[src/rtl/gpio_port_pkg.sv]
package gpio_port_pkg;

  localparam int unsigned GP_ADDR_W = 12;
  localparam int unsigned PAD_REGS  = 8;

  localparam logic [GP_ADDR_W-1:0] OFS_DATA_END = 12'h400;
  localparam logic [GP_ADDR_W-1:0] OFS_DIR      = 12'h400;
  localparam logic [GP_ADDR_W-1:0] OFS_LEVEL    = 12'h404;
  localparam logic [GP_ADDR_W-1:0] OFS_BOTH     = 12'h408;
  localparam logic [GP_ADDR_W-1:0] OFS_POL      = 12'h40C;
  localparam logic [GP_ADDR_W-1:0] OFS_ENA      = 12'h410;
  localparam logic [GP_ADDR_W-1:0] OFS_RAW      = 12'h414;
  localparam logic [GP_ADDR_W-1:0] OFS_MSK      = 12'h418;
  localparam logic [GP_ADDR_W-1:0] OFS_CLR      = 12'h41C;
  localparam logic [GP_ADDR_W-1:0] OFS_ALT      = 12'h420;
  localparam logic [GP_ADDR_W-1:0] OFS_PAD_BASE = 12'h500;
  localparam logic [GP_ADDR_W-1:0] OFS_KEYLOCK  = 12'h520;
  localparam logic [GP_ADDR_W-1:0] OFS_COMMIT   = 12'h524;
  localparam logic [GP_ADDR_W-1:0] OFS_IDENT    = 12'hFD0;

  localparam logic [31:0] OPEN_KEY = 32'h0ACC_E551;

  // Identification byte by word index counted from OFS_IDENT.
  function automatic logic [7:0] ident_byte(input logic [3:0] idx);
    case (idx)
      4'd4:    return 8'h61;
      4'd6:    return 8'h18;
      4'd7:    return 8'h01;
      4'd8:    return 8'h0D;
      4'd9:    return 8'hF0;
      4'd10:   return 8'h05;
      4'd11:   return 8'hB1;
      default: return 8'h00;
    endcase
  endfunction

  // One bit of the event detector: level or edge, with polarity.
  function automatic logic pin_event(input logic lvl, input logic both,
                                     input logic pol, input logic now,
                                     input logic was);
    if (lvl)       return now == pol;
    else if (both) return now ^ was;
    else if (pol)  return now & ~was;
    else           return ~now & was;
  endfunction

endpackage

[src/rtl/gpio_in_sync.sv]
module gpio_in_sync #(
  parameter int unsigned W      = 8,
  parameter int unsigned STAGES = 2
) (
  input  logic         clk,
  input  logic         rst_n,
  input  logic [W-1:0] pin_in,
  output logic [W-1:0] synced,
  output logic [W-1:0] synced_prev
);

  localparam int unsigned DEPTH = STAGES + 1;

  logic [W-1:0] chain_q [DEPTH];

  always_ff @(posedge clk or negedge rst_n) begin
    if (!rst_n) chain_q[0] <= '0;
    else        chain_q[0] <= pin_in;
  end

  for (genvar s = 1; s < DEPTH; s++) begin : g_stage
    always_ff @(posedge clk or negedge rst_n) begin
      if (!rst_n) chain_q[s] <= '0;
      else        chain_q[s] <= chain_q[s-1];
    end
  end

  assign synced      = chain_q[STAGES-1];
  assign synced_prev = chain_q[STAGES];

endmodule

[src/rtl/gpio_irq_detect.sv]
module gpio_irq_detect
  import gpio_port_pkg::*;
#(
  parameter int unsigned W = 8
) (
  input  logic         clk,
  input  logic         rst_n,
  input  logic [W-1:0] lvl_sel,
  input  logic [W-1:0] both_sel,
  input  logic [W-1:0] pol_sel,
  input  logic [W-1:0] ena,
  input  logic [W-1:0] now_val,
  input  logic [W-1:0] was_val,
  input  logic         clr_we,
  input  logic [W-1:0] clr_bits,
  output logic [W-1:0] ev_hit,
  output logic [W-1:0] raw_q,
  output logic [W-1:0] masked,
  output logic         irq
);

  logic [W-1:0] clr_eff;

  for (genvar i = 0; i < W; i++) begin : g_bit
    assign ev_hit[i] = pin_event(lvl_sel[i], both_sel[i], pol_sel[i],
                                 now_val[i], was_val[i]);
  end

  assign clr_eff = clr_we ? clr_bits : '0;

  always_ff @(posedge clk or negedge rst_n) begin
    if (!rst_n) raw_q <= '0;
    else        raw_q <= (raw_q & ~clr_eff) | ev_hit;
  end

  assign masked = raw_q & ena;
  assign irq    = |masked;


  raw_set_src_chk: assert property (@(posedge clk) disable iff (!rst_n)
    ((raw_q & ~$past(raw_q)) & ~$past(ev_hit)) == '0);


  clr_takes_chk: assert property (@(posedge clk) disable iff (!rst_n)
    $past(clr_we) |-> ((raw_q & $past(clr_bits) & ~$past(ev_hit)) == '0));

endmodule

[src/rtl/gpio_key_guard.sv]
module gpio_key_guard #(
  parameter int unsigned W   = 8,
  parameter int unsigned DW  = 32,
  parameter logic [DW-1:0] KEY = 32'h0ACC_E551
) (
  input  logic          clk,
  input  logic          rst_n,
  input  logic          lock_we,
  input  logic          commit_we,
  input  logic          alt_we,
  input  logic [DW-1:0] wdata,
  output logic          locked,
  output logic [W-1:0]  commit,
  output logic [W-1:0]  alt_sel
);

  logic key_match;
  assign key_match = (wdata == KEY);

  always_ff @(posedge clk or negedge rst_n) begin
    if (!rst_n)       locked <= 1'b1;
    else if (lock_we) locked <= ~key_match;
  end

  always_ff @(posedge clk or negedge rst_n) begin
    if (!rst_n)                   commit <= '1;
    else if (commit_we && !locked) commit <= wdata[W-1:0];
  end

  always_ff @(posedge clk or negedge rst_n) begin
    if (!rst_n)      alt_sel <= '0;
    else if (alt_we) alt_sel <= (alt_sel & ~commit) | (wdata[W-1:0] & commit);
  end


  commit_hold_chk: assert property (@(posedge clk) disable iff (!rst_n)
    $past(locked) |-> $stable(commit));


  alt_commit_chk: assert property (@(posedge clk) disable iff (!rst_n)
    ((alt_sel ^ $past(alt_sel)) & ~$past(commit)) == '0);


  lock_write_chk: assert property (@(posedge clk) disable iff (!rst_n)
    !$past(lock_we) |-> $stable(locked));

endmodule

[src/rtl/gpio_port.sv]
module gpio_port
  import gpio_port_pkg::*;
#(
  parameter int unsigned W           = 8,
  parameter int unsigned DW          = 32,
  parameter int unsigned SYNC_STAGES = 2
) (
  input  logic                 clk,
  input  logic                 rst_n,
  input  logic [GP_ADDR_W-1:0] bus_addr,
  input  logic                 bus_we,
  input  logic [DW-1:0]        bus_wdata,
  output logic [DW-1:0]        bus_rdata,
  input  logic [W-1:0]         pin_in,
  output logic [W-1:0]         pin_out,
  output logic                 irq
);

  localparam int unsigned PAD_IDX_W = $clog2(PAD_REGS);

  // Decode
  logic sel_data, sel_dir, sel_lvl, sel_both, sel_pol, sel_ena;
  logic sel_raw, sel_msk, sel_clr, sel_alt, sel_lock, sel_commit;
  logic sel_pad, sel_id, aligned;
  logic [PAD_IDX_W-1:0] pad_idx;
  logic [3:0]           id_idx;
  logic [W-1:0]         addr_mask;

  assign aligned    = (bus_addr[1:0] == 2'b00);
  assign sel_data   = (bus_addr < OFS_DATA_END);
  assign sel_dir    = (bus_addr == OFS_DIR);
  assign sel_lvl    = (bus_addr == OFS_LEVEL);
  assign sel_both   = (bus_addr == OFS_BOTH);
  assign sel_pol    = (bus_addr == OFS_POL);
  assign sel_ena    = (bus_addr == OFS_ENA);
  assign sel_raw    = (bus_addr == OFS_RAW);
  assign sel_msk    = (bus_addr == OFS_MSK);
  assign sel_clr    = (bus_addr == OFS_CLR);
  assign sel_alt    = (bus_addr == OFS_ALT);
  assign sel_lock   = (bus_addr == OFS_KEYLOCK);
  assign sel_commit = (bus_addr == OFS_COMMIT);
  assign sel_pad    = aligned && (bus_addr[GP_ADDR_W-1:5] == OFS_PAD_BASE[GP_ADDR_W-1:5]);
  assign pad_idx    = bus_addr[2 +: PAD_IDX_W];
  assign sel_id     = aligned && (bus_addr >= OFS_IDENT);
  assign id_idx     = bus_addr[5:2] - OFS_IDENT[5:2];
  assign addr_mask  = bus_addr[2 +: W];

  // Registers
  logic [W-1:0] data_q, dir_q, lvl_q, both_q, pol_q, ena_q;
  logic [W-1:0] pad_q [PAD_REGS];
  logic [W-1:0] wdata_lo;
  assign wdata_lo = bus_wdata[W-1:0];

  // Synchroniser
  logic [W-1:0] synced, synced_prev;

  gpio_in_sync #(.W(W), .STAGES(SYNC_STAGES)) u_sync (
    .clk         (clk),
    .rst_n       (rst_n),
    .pin_in      (pin_in),
    .synced      (synced),
    .synced_prev (synced_prev)
  );

  // Data register: masked write on output bits, sampling on input bits
  logic         data_wr;
  logic [W-1:0] wr_mask, data_d;

  assign data_wr = bus_we && sel_data;
  assign wr_mask = data_wr ? (addr_mask & dir_q) : '0;

  always_comb begin
    data_d = (data_q & dir_q & ~wr_mask) | (wdata_lo & wr_mask) | (synced & ~dir_q);
  end

  always_ff @(posedge clk or negedge rst_n) begin
    if (!rst_n) data_q <= '0;
    else        data_q <= data_d;
  end

  always_ff @(posedge clk or negedge rst_n) begin
    if (!rst_n) begin
      dir_q  <= '0;
      lvl_q  <= '0;
      both_q <= '0;
      pol_q  <= '0;
      ena_q  <= '0;
    end else if (bus_we) begin
      if (sel_dir)  dir_q  <= wdata_lo;
      if (sel_lvl)  lvl_q  <= wdata_lo;
      if (sel_both) both_q <= wdata_lo;
      if (sel_pol)  pol_q  <= wdata_lo;
      if (sel_ena)  ena_q  <= wdata_lo;
    end
  end

  for (genvar k = 0; k < PAD_REGS; k++) begin : g_pad
    always_ff @(posedge clk or negedge rst_n) begin
      if (!rst_n)                                              pad_q[k] <= '0;
      else if (bus_we && sel_pad && pad_idx == PAD_IDX_W'(k)) pad_q[k] <= wdata_lo;
    end
  end

  assign pin_out = (data_q & dir_q) | ~dir_q;

  // Interrupt detection
  logic [W-1:0] ev_hit, raw_q, masked;

  gpio_irq_detect #(.W(W)) u_irq (
    .clk      (clk),
    .rst_n    (rst_n),
    .lvl_sel  (lvl_q),
    .both_sel (both_q),
    .pol_sel  (pol_q),
    .ena      (ena_q),
    .now_val  (synced),
    .was_val  (synced_prev),
    .clr_we   (bus_we && sel_clr),
    .clr_bits (wdata_lo),
    .ev_hit   (ev_hit),
    .raw_q    (raw_q),
    .masked   (masked),
    .irq      (irq)
  );

  // Lock, commit and alternate function
  logic         locked;
  logic [W-1:0] commit, alt_sel;

  gpio_key_guard #(.W(W), .DW(DW), .KEY(DW'(OPEN_KEY))) u_guard (
    .clk       (clk),
    .rst_n     (rst_n),
    .lock_we   (bus_we && sel_lock),
    .commit_we (bus_we && sel_commit),
    .alt_we    (bus_we && sel_alt),
    .wdata     (bus_wdata),
    .locked    (locked),
    .commit    (commit),
    .alt_sel   (alt_sel)
  );

  // Read mux
  logic [W-1:0] rd_val;

  always_comb begin
    rd_val = '0;
    if (sel_data)        rd_val = data_q & addr_mask;
    else if (sel_dir)    rd_val = dir_q;
    else if (sel_lvl)    rd_val = lvl_q;
    else if (sel_both)   rd_val = both_q;
    else if (sel_pol)    rd_val = pol_q;
    else if (sel_ena)    rd_val = ena_q;
    else if (sel_raw)    rd_val = raw_q;
    else if (sel_msk)    rd_val = masked;
    else if (sel_alt)    rd_val = alt_sel;
    else if (sel_lock)   rd_val = W'(locked);
    else if (sel_commit) rd_val = commit;
    else if (sel_pad)    rd_val = pad_q[pad_idx];
    else if (sel_id)     rd_val = W'(ident_byte(id_idx));
  end

  assign bus_rdata = DW'(rd_val);


  out_bits_hold_chk: assert property (@(posedge clk) disable iff (!rst_n)
    !$past(data_wr) |-> (((data_q ^ $past(data_q)) & $past(dir_q)) == '0));

endmodule

[config.mk]
export PLATFORM = sky130hd
export DESIGN_NAME = gpio_port
export DESIGN_NICKNAME = d
export VERILOG_FILES = /design/src/rtl/gpio_port_pkg.sv /design/src/rtl/gpio_in_sync.sv /design/src/rtl/gpio_irq_detect.sv /design/src/rtl/gpio_key_guard.sv /design/src/rtl/gpio_port.sv
export SDC_FILE = /design/constraint.sdc
export NUM_CORES = 1
export LEC_CHECK = 0
export BUFFER_PORTS_ARGS = -buffer_cell sky130_fd_sc_hd__buf_2
export CAP_MARGIN = 20
export CORE_MARGIN = 3
export CORE_UTILIZATION = 50
export DETAILED_ROUTE_END_ITERATION = 8
export PLACE_DENSITY = 0.71
export SLEW_MARGIN = 20
export SYNTH_ARGS = -nofsm -noshare
export SYNTH_HDL_FRONTEND = slang
export SYNTH_HIERARCHICAL = 1
export SYNTH_SLANG_ARGS = --single-unit
[constraint.sdc]
create_clock -name clk -period 2.02 [get_ports clk]
set_input_delay 0.101 -clock clk [delete_from_list [all_inputs] [get_ports clk]]
set_output_delay 0.101 -clock clk [all_outputs]
set_load 0.03 [all_outputs]
==> flow_metrics.tcl, run 1 <==
set metrics [dict create \
    vias 6870 \
    fin_ws_ns -0.440 \
    drive_above_1_share_pct 42.4 \
    post_drt_wl_per_cell_um 20.8 \
    rsz0062_at_grt "yes" \
    power_frac_comb_pct 10.2 \
    grt_max_degree 58 \
    dpl.hpwl_um 16900 \
    cts_tree "done" \
    ir_worst_vdd_mv 0.620 \
    drtIter0Drc 515 \
    crit_type "reg -> out" \
    fin_total_pwr_mw 7.24 \
    relSlewSlack_pct 53.6 \
    hold_violations 0 \
    port_buffers 71 \
    tightest_slew_ns 0.693 \
    crit_path_start_kind "register" \
    hp-class "in -> reg" \
    ios 96 \
    grt_pass1_vias 6976 \
    gp_congestion 0.999 \
    num_rows 47 \
    antenna_found_initial 0 \
    initial_utilization_pct 51.8 \
    grt_remaining_overflow 0 \
    power_switching_mw 1.81 \
    fin_skew_ns 0.00891 \
    max_freq_mhz 407 \
    seq_power_share_pct 45.6 \
    synth.avg_cell_area_um2 11.2 \
    setup_viol 9 \
    drv_cap 0 \
    coreArea_mm2 0.0169 \
    cts-root-buf "clkbuf_16" \
    ys.warnings.count 6 \
    dp_cells 1118 \
    cts_max_path_buffers 2 \
    syn_area_mm2 0.00875 \
    grt_usage_pct 25.4 \
    critPathRequiredTime_ns 1.92 \
    dieArea_mm2 0.0191 \
    antenna_cells 0 \
    die_x_um 138 \
    fin_crit_sh_pct 122 \
    status "finished, violations left" \
    p_leak_nw 5.32 \
    critPathMaxFanout 2 \
    slew_viol_final 0 \
    ant_nets 0 \
    cts_sinks 161 \
    power_density_mw_per_mm2 659 \
    grt_first_pass_wirelength_um 38400 \
    via_per_inst 5.87 \
    violations "setup timing" \
    synthCells 781 \
    clock_power_share_pct 44.2 \
    timing.final.crit_period_ns 2.46 \
    wl_um 24300 \
    final_cell_count_no_fill 1171 \
    dr.pass1.iters 5 \
    endpoint_kind "output pin" \
    internal_power_mw 5.43 \
    cts_made_buffers 17 \
    utilization_pct 65.1 \
    clock_latency_ns 0.42 \
    dieHeight_um 138 \
    cts_max_level 4 \
    syn_to_final_growth_pct 25.7 \
    arrival_ns 2.36 \
    cts.clk_slew.worst_paths_ns 0.06 \
    p_sw_share_pct 25.0 \
    fin_nets 1011 \
    drc 0 \
]
-- placed cells by master (no fill, tap or decap), types with 12 or more instances in the layout --
cell type and instances:
a21oi_1 26, buf_2 56, and2_1 12, mux2i_1 24, ha_1 16, inv_1 20
conb_1 24, nand3_1 19, buf_6 17, buf_4 108, nor2_1 27, o21ai_0 25
mux2_2 114, dfrtp_1 152, clkbuf_16 17, nand2b_1 14, nand2_1 67
-- path summary, 6_finish.rpt --
kind,depth (start not counted),to,start,slack [ns]
min,4,u_guard/locked,bus_wdata[15],0.10
max,7,bus_rdata[3],pad_q[3],-0.44
min in group asynchronous,2,u_sync/synced_prev[5],rst_n,0.18
max in group asynchronous,3,u_guard/locked,rst_n,1.12
min reg2reg,0,u_sync/synced[1],u_sync/chain_q[17],0.35
max reg2reg,5,u_irq/raw_q[1],u_sync/synced[1],0.68
-- metrics by stage --
step                instance area [um^2]  hold slack [ns]  setup WS [ns]  setup TNS [ns]
global placement                    9920           0.0681         -0.289          -11.56
detailed placement                  9920           0.0728         -0.300          -13.18
CTS                                10900            0.107         -0.433           -1.93
floorplan                           8890           -0.195         -0.142          -0.143
finish                             11000            0.103         -0.440           -1.84
global route                       11000            0.122         -0.516           -2.37
-- flip-flops by register name, indices dropped and copies added, names as in the netlist, named ones only --
signal and cells:
ena_q 8, u_sync/synced_prev 8, pol_q 8, pad_q 64, lvl_q 8, data_q 8, dir_q 8, u_guard/commit 8
u_sync/chain_q 8, u_irq/raw_q 8, both_q 8, u_guard/locked 1, u_sync/synced 8
-- worst max-delay path, cell delays in order (launching register included) --
cell     delay, ns
dfrtp_1       0.37
mux4_2        0.52
mux2i_2       0.22
nor2b_1       0.09
o31ai_1       0.25
and3_1        0.24
o21ai_2       0.09
buf_6         0.15
-- area by class of cell --
type,instances,area [um^2]
Inverter,20,75.1
Timing Repair Buffer,199,1530
Fill cell,1295,5880
Clock inverter,8,106
Multi-Input combinational cell,541,4500
Sequential cell,161,4040
Clock buffer,22,464
Tap cell,220,275
-- power by group through the flow --
| stage | Combinational, mW | Sequential [mW] | Clock [mW] |
|---|---|---|---|
| after floorplan | 0.409 | 3.34 | 0 |
| after global placement | 0.672 | 3.36 | 0 |
| after detailed placement | 0.681 | 3.36 | 0 |
| after CTS | 0.723 | 3.30 | 3.21 |
| after global routing | 0.801 | 3.31 | 3.36 |
| final | 0.742 | 3.30 | 3.20 |
-- timing repair --
item / in CTS / in global routing
resized for setup: 50 / 29
pin swaps: 17 / 23
hold endpoints to repair: 56 / 0
hold buffers: 11 / 0
setup endpoints to repair: 9 / 9
gates cloned: 1 / 0
setup buffers: 8 / 5
-- per-layer routing --
metal | share of wire [%] | global-route usage (%) | wire length, um
met2 | 47 | 40.9 | 11500
met4 | 2.0 | 7.80 | 494
met1 | 45 | 35.1 | 11000
met3 | 5.6 | 5.04 | 1350
met5 | 0 | 0 | 0
Note: power is estimated with default switching activity, not from simulation.
==> run 2, diff against run 1 <==
--- a/config.mk
+++ b/config.mk
@@ -11,6 +11,7 @@
 export CORE_UTILIZATION = 50
 export DETAILED_ROUTE_END_ITERATION = 8
 export PLACE_DENSITY = 0.71
+export RECOVER_POWER = 25
 export SLEW_MARGIN = 20
 export SYNTH_ARGS = -nofsm -noshare
 export SYNTH_HDL_FRONTEND = slang
==> run 2 against run 1 <==
  * The flow still finishes with violations (setup timing)
  * Worst hold slack better by 0.0010 ns
  * Final cell count stayed put
  * Sequential share of layout area is 0.079 points higher
  * Core utilization shrank 0.14 points
  * Clock skew hardly changed
  * Sequential power about the same
  * Critical endpoint unchanged
  * Largest power group unchanged
==> flow_metrics.tcl, run 2 (same netlist as run 1, synthesis figures left out) <==
set metrics [dict create \
    endpoint_kind "output pin" \
    gp_congestion 0.999 \
    status "finished, violations left" \
    grt_max_degree 58 \
    dieHeight_um 138 \
    cts_made_buffers 17 \
    clock_latency_ns 0.42 \
    post_drt_wl_per_cell_um 20.7 \
    dr.pass1.iters 5 \
    routed.top_layer "met4" \
    die_x_um 138 \
    slew_viol_final 0 \
    fin_nets 1011 \
    antenna_cells 0 \
    crit_path_start_kind "register" \
    final_common_cell "dfrtp_1" \
    antenna_found_initial 0 \
    largest_register "pad_q" \
    hp-class "in -> reg" \
    stdcell_area_mm2 0.0110 \
    grt_remaining_overflow 0 \
    fin_crit_sh_pct 122 \
    vias 6850 \
    cts_tree "done" \
    power_density_mw_per_mm2 659 \
    ant_nets 0 \
    crit_type "reg -> out" \
    grt_usage_pct 25.4 \
    arrival_ns 2.36 \
    critPathMaxFanout 2 \
    fin_skew_ns 0.00890 \
    wl_um 24300 \
    cts_max_level 4 \
    syn_to_final_growth_pct 25.4 \
    dpl_cell_area_mm2 0.00992 \
    violations "setup timing" \
    cts_sinks 161 \
    utilization_pct 65.0 \
    wl_met3_um 1390 \
    tightest_slew_ns 1.20 \
    max_freq_mhz 407 \
    ios 96 \
    drv_cap 0 \
    setup_viol 9 \
    wl_met1_um 10900 \
    largest_reg_flops 64 \
    num_rows 47 \
    grt_first_pass_wirelength_um 38400 \
    via_per_inst 5.85 \
    ir_worst_vdd_mv 0.620 \
    setup_tns_ns -1.84 \
    p_leak_nw 5.31 \
    rsz0062_at_grt "yes" \
    dpl.hpwl_um 16900 \
    timing.final.crit_period_ns 2.46 \
    cts.clk_slew.worst_paths_ns 0.06 \
    dieArea_mm2 0.0191 \
    coreArea_mm2 0.0169 \
    initial_utilization_pct 51.8 \
    layout_common_cells "dfrtp_1, mux2_2, buf_4, nand2_1, buf_2" \
    drtIter0Drc 515 \
    wl_met2_um 11500 \
    drc 0 \
    hold_violations 0 \
    cts-root-buf "clkbuf_16" \
    grt_pass1_vias 6976 \
    relSlewSlack_pct 20.3 \
    fin_ws_ns -0.439 \
    cts_max_path_buffers 2 \
    critPathRequiredTime_ns 1.92 \
    port_buffers 71 \
    drive_above_1_share_pct 42.4 \
]
==> run 2: path summary, 6_finish.rpt <==
kind / cells past startpoint / slack (ns) / from / endpoint
setup / recovery: 7 / -0.44 / pad_q[3] / bus_rdata[3]
hold / removal: 4 / 0.10 / bus_wdata[15] / u_guard/locked
setup reg to reg: 5 / 0.68 / u_sync/synced[1] / u_irq/raw_q[1]
hold reg to reg: 0 / 0.35 / u_sync/chain_q[17] / u_sync/synced[1]
max in group asynchronous: 3 / 0.44 / rst_n / u_guard/locked
min in group asynchronous: 2 / 0.45 / rst_n / u_sync/synced_prev[5]
==> run 2: through the flow <==
step / hold slack [ns] / power, mW / setup slack, ns / std cells
after CTS: 0.107 / 7.24 / -0.433 / 1167
final: 0.104 / 7.23 / -0.439 / 1171
after floorplan: -0.195 / 3.75 / -0.142 / 804
after detailed placement: 0.0728 / 4.04 / -0.300 / 1118
after global placement: 0.0681 / 4.03 / -0.289 / 1118
after global routing: 0.122 / 7.46 / -0.516 / 1171
==> run 2: critical path, stage by stage, from the launching register on <==
cell and delay, ns:
dfrtp_1 0.37, mux4_2 0.52, mux2i_2 0.22, nor2b_1 0.09
o31ai_1 0.25, and3_1 0.24, o21ai_2 0.09, buf_6 0.15
==> run 2: area by class of cell <==
class                           count  area [um^2]
Sequential cell                   161         4040
Clock inverter                      8          106
Inverter                           20         75.1
Tap cell                          220          275
Fill cell                        1300         5910
Clock buffer                       22          464
Multi-Input combinational cell    541         4500
Timing Repair Buffer              199         1510
==> run 2: metal layers <==
layer  GRT usage [%]  vias to the layer above
met2            40.9                      259
met3            5.04                       35
met5               0                        -
li1                -                     3086
met4            7.80                        0
met1            35.1                     3470
==> run 2: timing repair <==
item	4_1_cts	5_1_grt
gates resized for setup	50	29
setup buffers	8	5
setup endpoints to repair	9	9
pin swaps	17	23
hold endpoints to repair	56	0
hold buffers	11	0
gates cloned	1	0
==> run 2: power by group <==
part	switching (mW)	total, mW	leakage (nW)	internal, mW
Combinational	0.457	0.735	2.94	0.278
Clock	1.32	3.20	0.273	1.88
Sequential	0.0330	3.30	2.10	3.27
==> run 3, diff against run 2 <==
--- a/config.mk
+++ b/config.mk
@@ -6,14 +6,14 @@
 export NUM_CORES = 1
 export LEC_CHECK = 0
 export BUFFER_PORTS_ARGS = -buffer_cell sky130_fd_sc_hd__buf_2
-export CAP_MARGIN = 20
 export CORE_MARGIN = 3
 export CORE_UTILIZATION = 50
 export DETAILED_ROUTE_END_ITERATION = 8
-export PLACE_DENSITY = 0.71
+export PLACE_DENSITY = 0.69
 export RECOVER_POWER = 25
 export SLEW_MARGIN = 20
 export SYNTH_ARGS = -nofsm -noshare
 export SYNTH_HDL_FRONTEND = slang
 export SYNTH_HIERARCHICAL = 1
 export SYNTH_SLANG_ARGS = --single-unit
+export TNS_END_PERCENT = 1
==> constraint.sdc (replaced) <==
create_clock -name clk -period 2.38 [get_ports clk]
set_input_delay 0.119 -clock clk [delete_from_list [all_inputs] [get_ports clk]]
set_output_delay 0.119 -clock clk [all_outputs]
set_load 0.03 [all_outputs]
==> run 3 against run 2 <==
  * The flow finishes with violations (capacitance limit, slew limit, setup timing)
  * Clock skew is 0.00089 ns lower
  * Core utilization is 2.5 points lower
  * Combinational power is 20% lower
  * Sequential share of layout area is 1.5 points higher
  * Critical path type is now in -> out
  * Critical endpoint is now bus_rdata[0]
  * Highest routed layer unchanged
==> flow_metrics.tcl, run 3 (same netlist as run 1, synthesis figures left out) <==
set metrics [dict create \
    dp_slack_ns -0.124 \
    drv_cap 1 \
    register_area_mm2 0.00404 \
    hp-class "in -> reg" \
    cts.clk_slew.worst_paths_ns 0.06 \
    drtIter0Drc 516 \
    crit_path_start_kind "input pin" \
    endpoint_kind "output pin" \
    via_per_inst 5.89 \
    fin_crit_sh_pct 101 \
    wl_um 25000 \
    cts_sinks 161 \
    post_drt_wl_per_cell_um 22.0 \
    max_freq_mhz 418 \
    critPathMaxFanout 4 \
    coreArea_mm2 0.0169 \
    largest_register "pad_q" \
    ant_nets 0 \
    die_x_um 138 \
    cts_tree "done" \
    layout_common_cells "dfrtp_1, mux2_2, buf_4, nand2_1, buf_2" \
    rsz0062_at_grt "yes" \
    crit_type "in -> out" \
    drc 0 \
    timing.final.crit_period_ns 2.39 \
    antenna_cells 0 \
    clock_latency_ns 0.44 \
    antenna_found_initial 1 \
    tightest_slew_ns 1.88 \
    gp_congestion 0.975 \
    setup_viol 2 \
    ir_worst_vdd_mv 0.688 \
    cpPeakStageDelay_ns 0.52 \
    drive_above_1_share_pct 38.1 \
    fin_nets 976 \
    dieArea_mm2 0.0191 \
    cp_cell_sequence "buf_2, or4bb_1, or3_1, o31a_1, o31ai_2, a211oi_1, buf_4, a2111oi_4, buf_4" \
    port_buffers 71 \
    arrival_ns 2.27 \
    largest_reg_flops 64 \
    slowest_stage "or4bb_1" \
    p_leak_nw 5.09 \
    grt_first_pass_wirelength_um 39400 \
    cts-root-buf "clkbuf_16" \
    status "finished, violations left" \
    dp_cells 1095 \
    vias 6703 \
    grt_usage_pct 26.5 \
    dieHeight_um 138 \
    critPathRequiredTime_ns 2.26 \
    setup_tns_ns -0.0154 \
    cts_max_path_buffers 2 \
    initial_utilization_pct 51.8 \
    num_rows 47 \
    nFillCells 1371 \
    power_density_mw_per_mm2 580 \
    cts_made_buffers 17 \
    dr.pass1.iters 5 \
    grt_remaining_overflow 0 \
    relSlewSlack_pct -25.2 \
    hold_violations 0 \
    post_cts_buffers 0 \
    crit_top_cell "buf_4" \
    final_common_cell "dfrtp_1" \
    slew_viol_final 70 \
    grt_pass1_vias 6954 \
    fin_total_pwr_mw 6.12 \
    violations "capacitance limit, slew limit, setup timing" \
    multiInputGateArea_mm2 0.00435 \
    final_cell_count_no_fill 1138 \
    ios 96 \
    fin_skew_ns 0.00801 \
    syn_to_final_growth_pct 20.6 \
    fin_ws_ns -0.0137 \
    cts_max_level 4 \
    dpl.hpwl_um 17900 \
    grt_max_degree 72 \
]
run 3: cell types whose count changed in the layout (fill, tap and decap cells not counted), sizes merged:
cell      before  now
clkinvlp       2    0
bufinv         2    0
buf          187  152
clkinv         3    6
inv           21   29
clkbuf        23   18
run 3: final cells by class:
cell class	instances	area share (%)
Clock inverter	15	1.54
Clock buffer	17	4.03
Tap cell	220	2.61
Timing Repair Buffer	164	11.6
Inverter	20	0.711
Sequential cell	161	38.3
Multi-Input combinational cell	541	41.2
run 3: repair_timing:
action / 4_1_cts / 5_1_grt
resized for setup: 15 / 16
hold buffers: 11 / 0
setup endpoints to repair: 6 / 9
pin swaps: 4 / 5
endpoints found under the hold margin: 75 / 0
run 3: path summary, 6_finish.rpt:
| path | slack (ns) | start | endpoint | cells after the start |
|---|---|---|---|---|
| max | -0.01 | bus_addr[9] | bus_rdata[0] | 9 |
| min | 0.13 | bus_wdata[15] | u_guard/locked | 4 |
| max reg2reg | 0.94 | u_sync/synced[0] | u_irq/raw_q[0] | 5 |
| min reg2reg | 0.35 | u_sync/chain_q[20] | u_sync/synced[4] | 0 |
| max in group asynchronous | 0.53 | rst_n | pad_q[47] | 2 |
| min in group asynchronous | 0.72 | rst_n | u_sync/chain_q[17] | 2 |
run 3: critical path: cells and delay by family:
kind / cells / cell delay, ns
buffers and inverters: 3 / 0.50
and+or+nand+nor: 2 / 0.89
AOI/OAI and AO/OA: 4 / 0.77
run 3: metal layers:
layer	up-vias	wire length (um)	GRT usage, %
li1	3015	-	-
met1	3348	10900	36.2
met2	303	11700	42.0
met3	37	1900	5.73
met4	0	512	9.46
met5	-	0	0
run 3: through the flow:
stage | utilization (%) | area [um^2] | hold slack [ns]
floorplan | - | 8850 | -0.177
global placement | 57.7 | 9740 | 0.175
detailed placement | 57.7 | 9740 | 0.186
CTS | 62.1 | 10500 | 0.0865
global route | 62.5 | 10600 | 0.157
finish | 62.5 | 10600 | 0.127
run 3: where the power goes:
part | total [mW] | switching [mW] | internal, mW
Clock | 2.72 | 1.31 | 1.41
Combinational | 0.591 | 0.378 | 0.212
Sequential | 2.80 | 0.0298 | 2.77
Total | 6.12 | 1.72 | 4.39
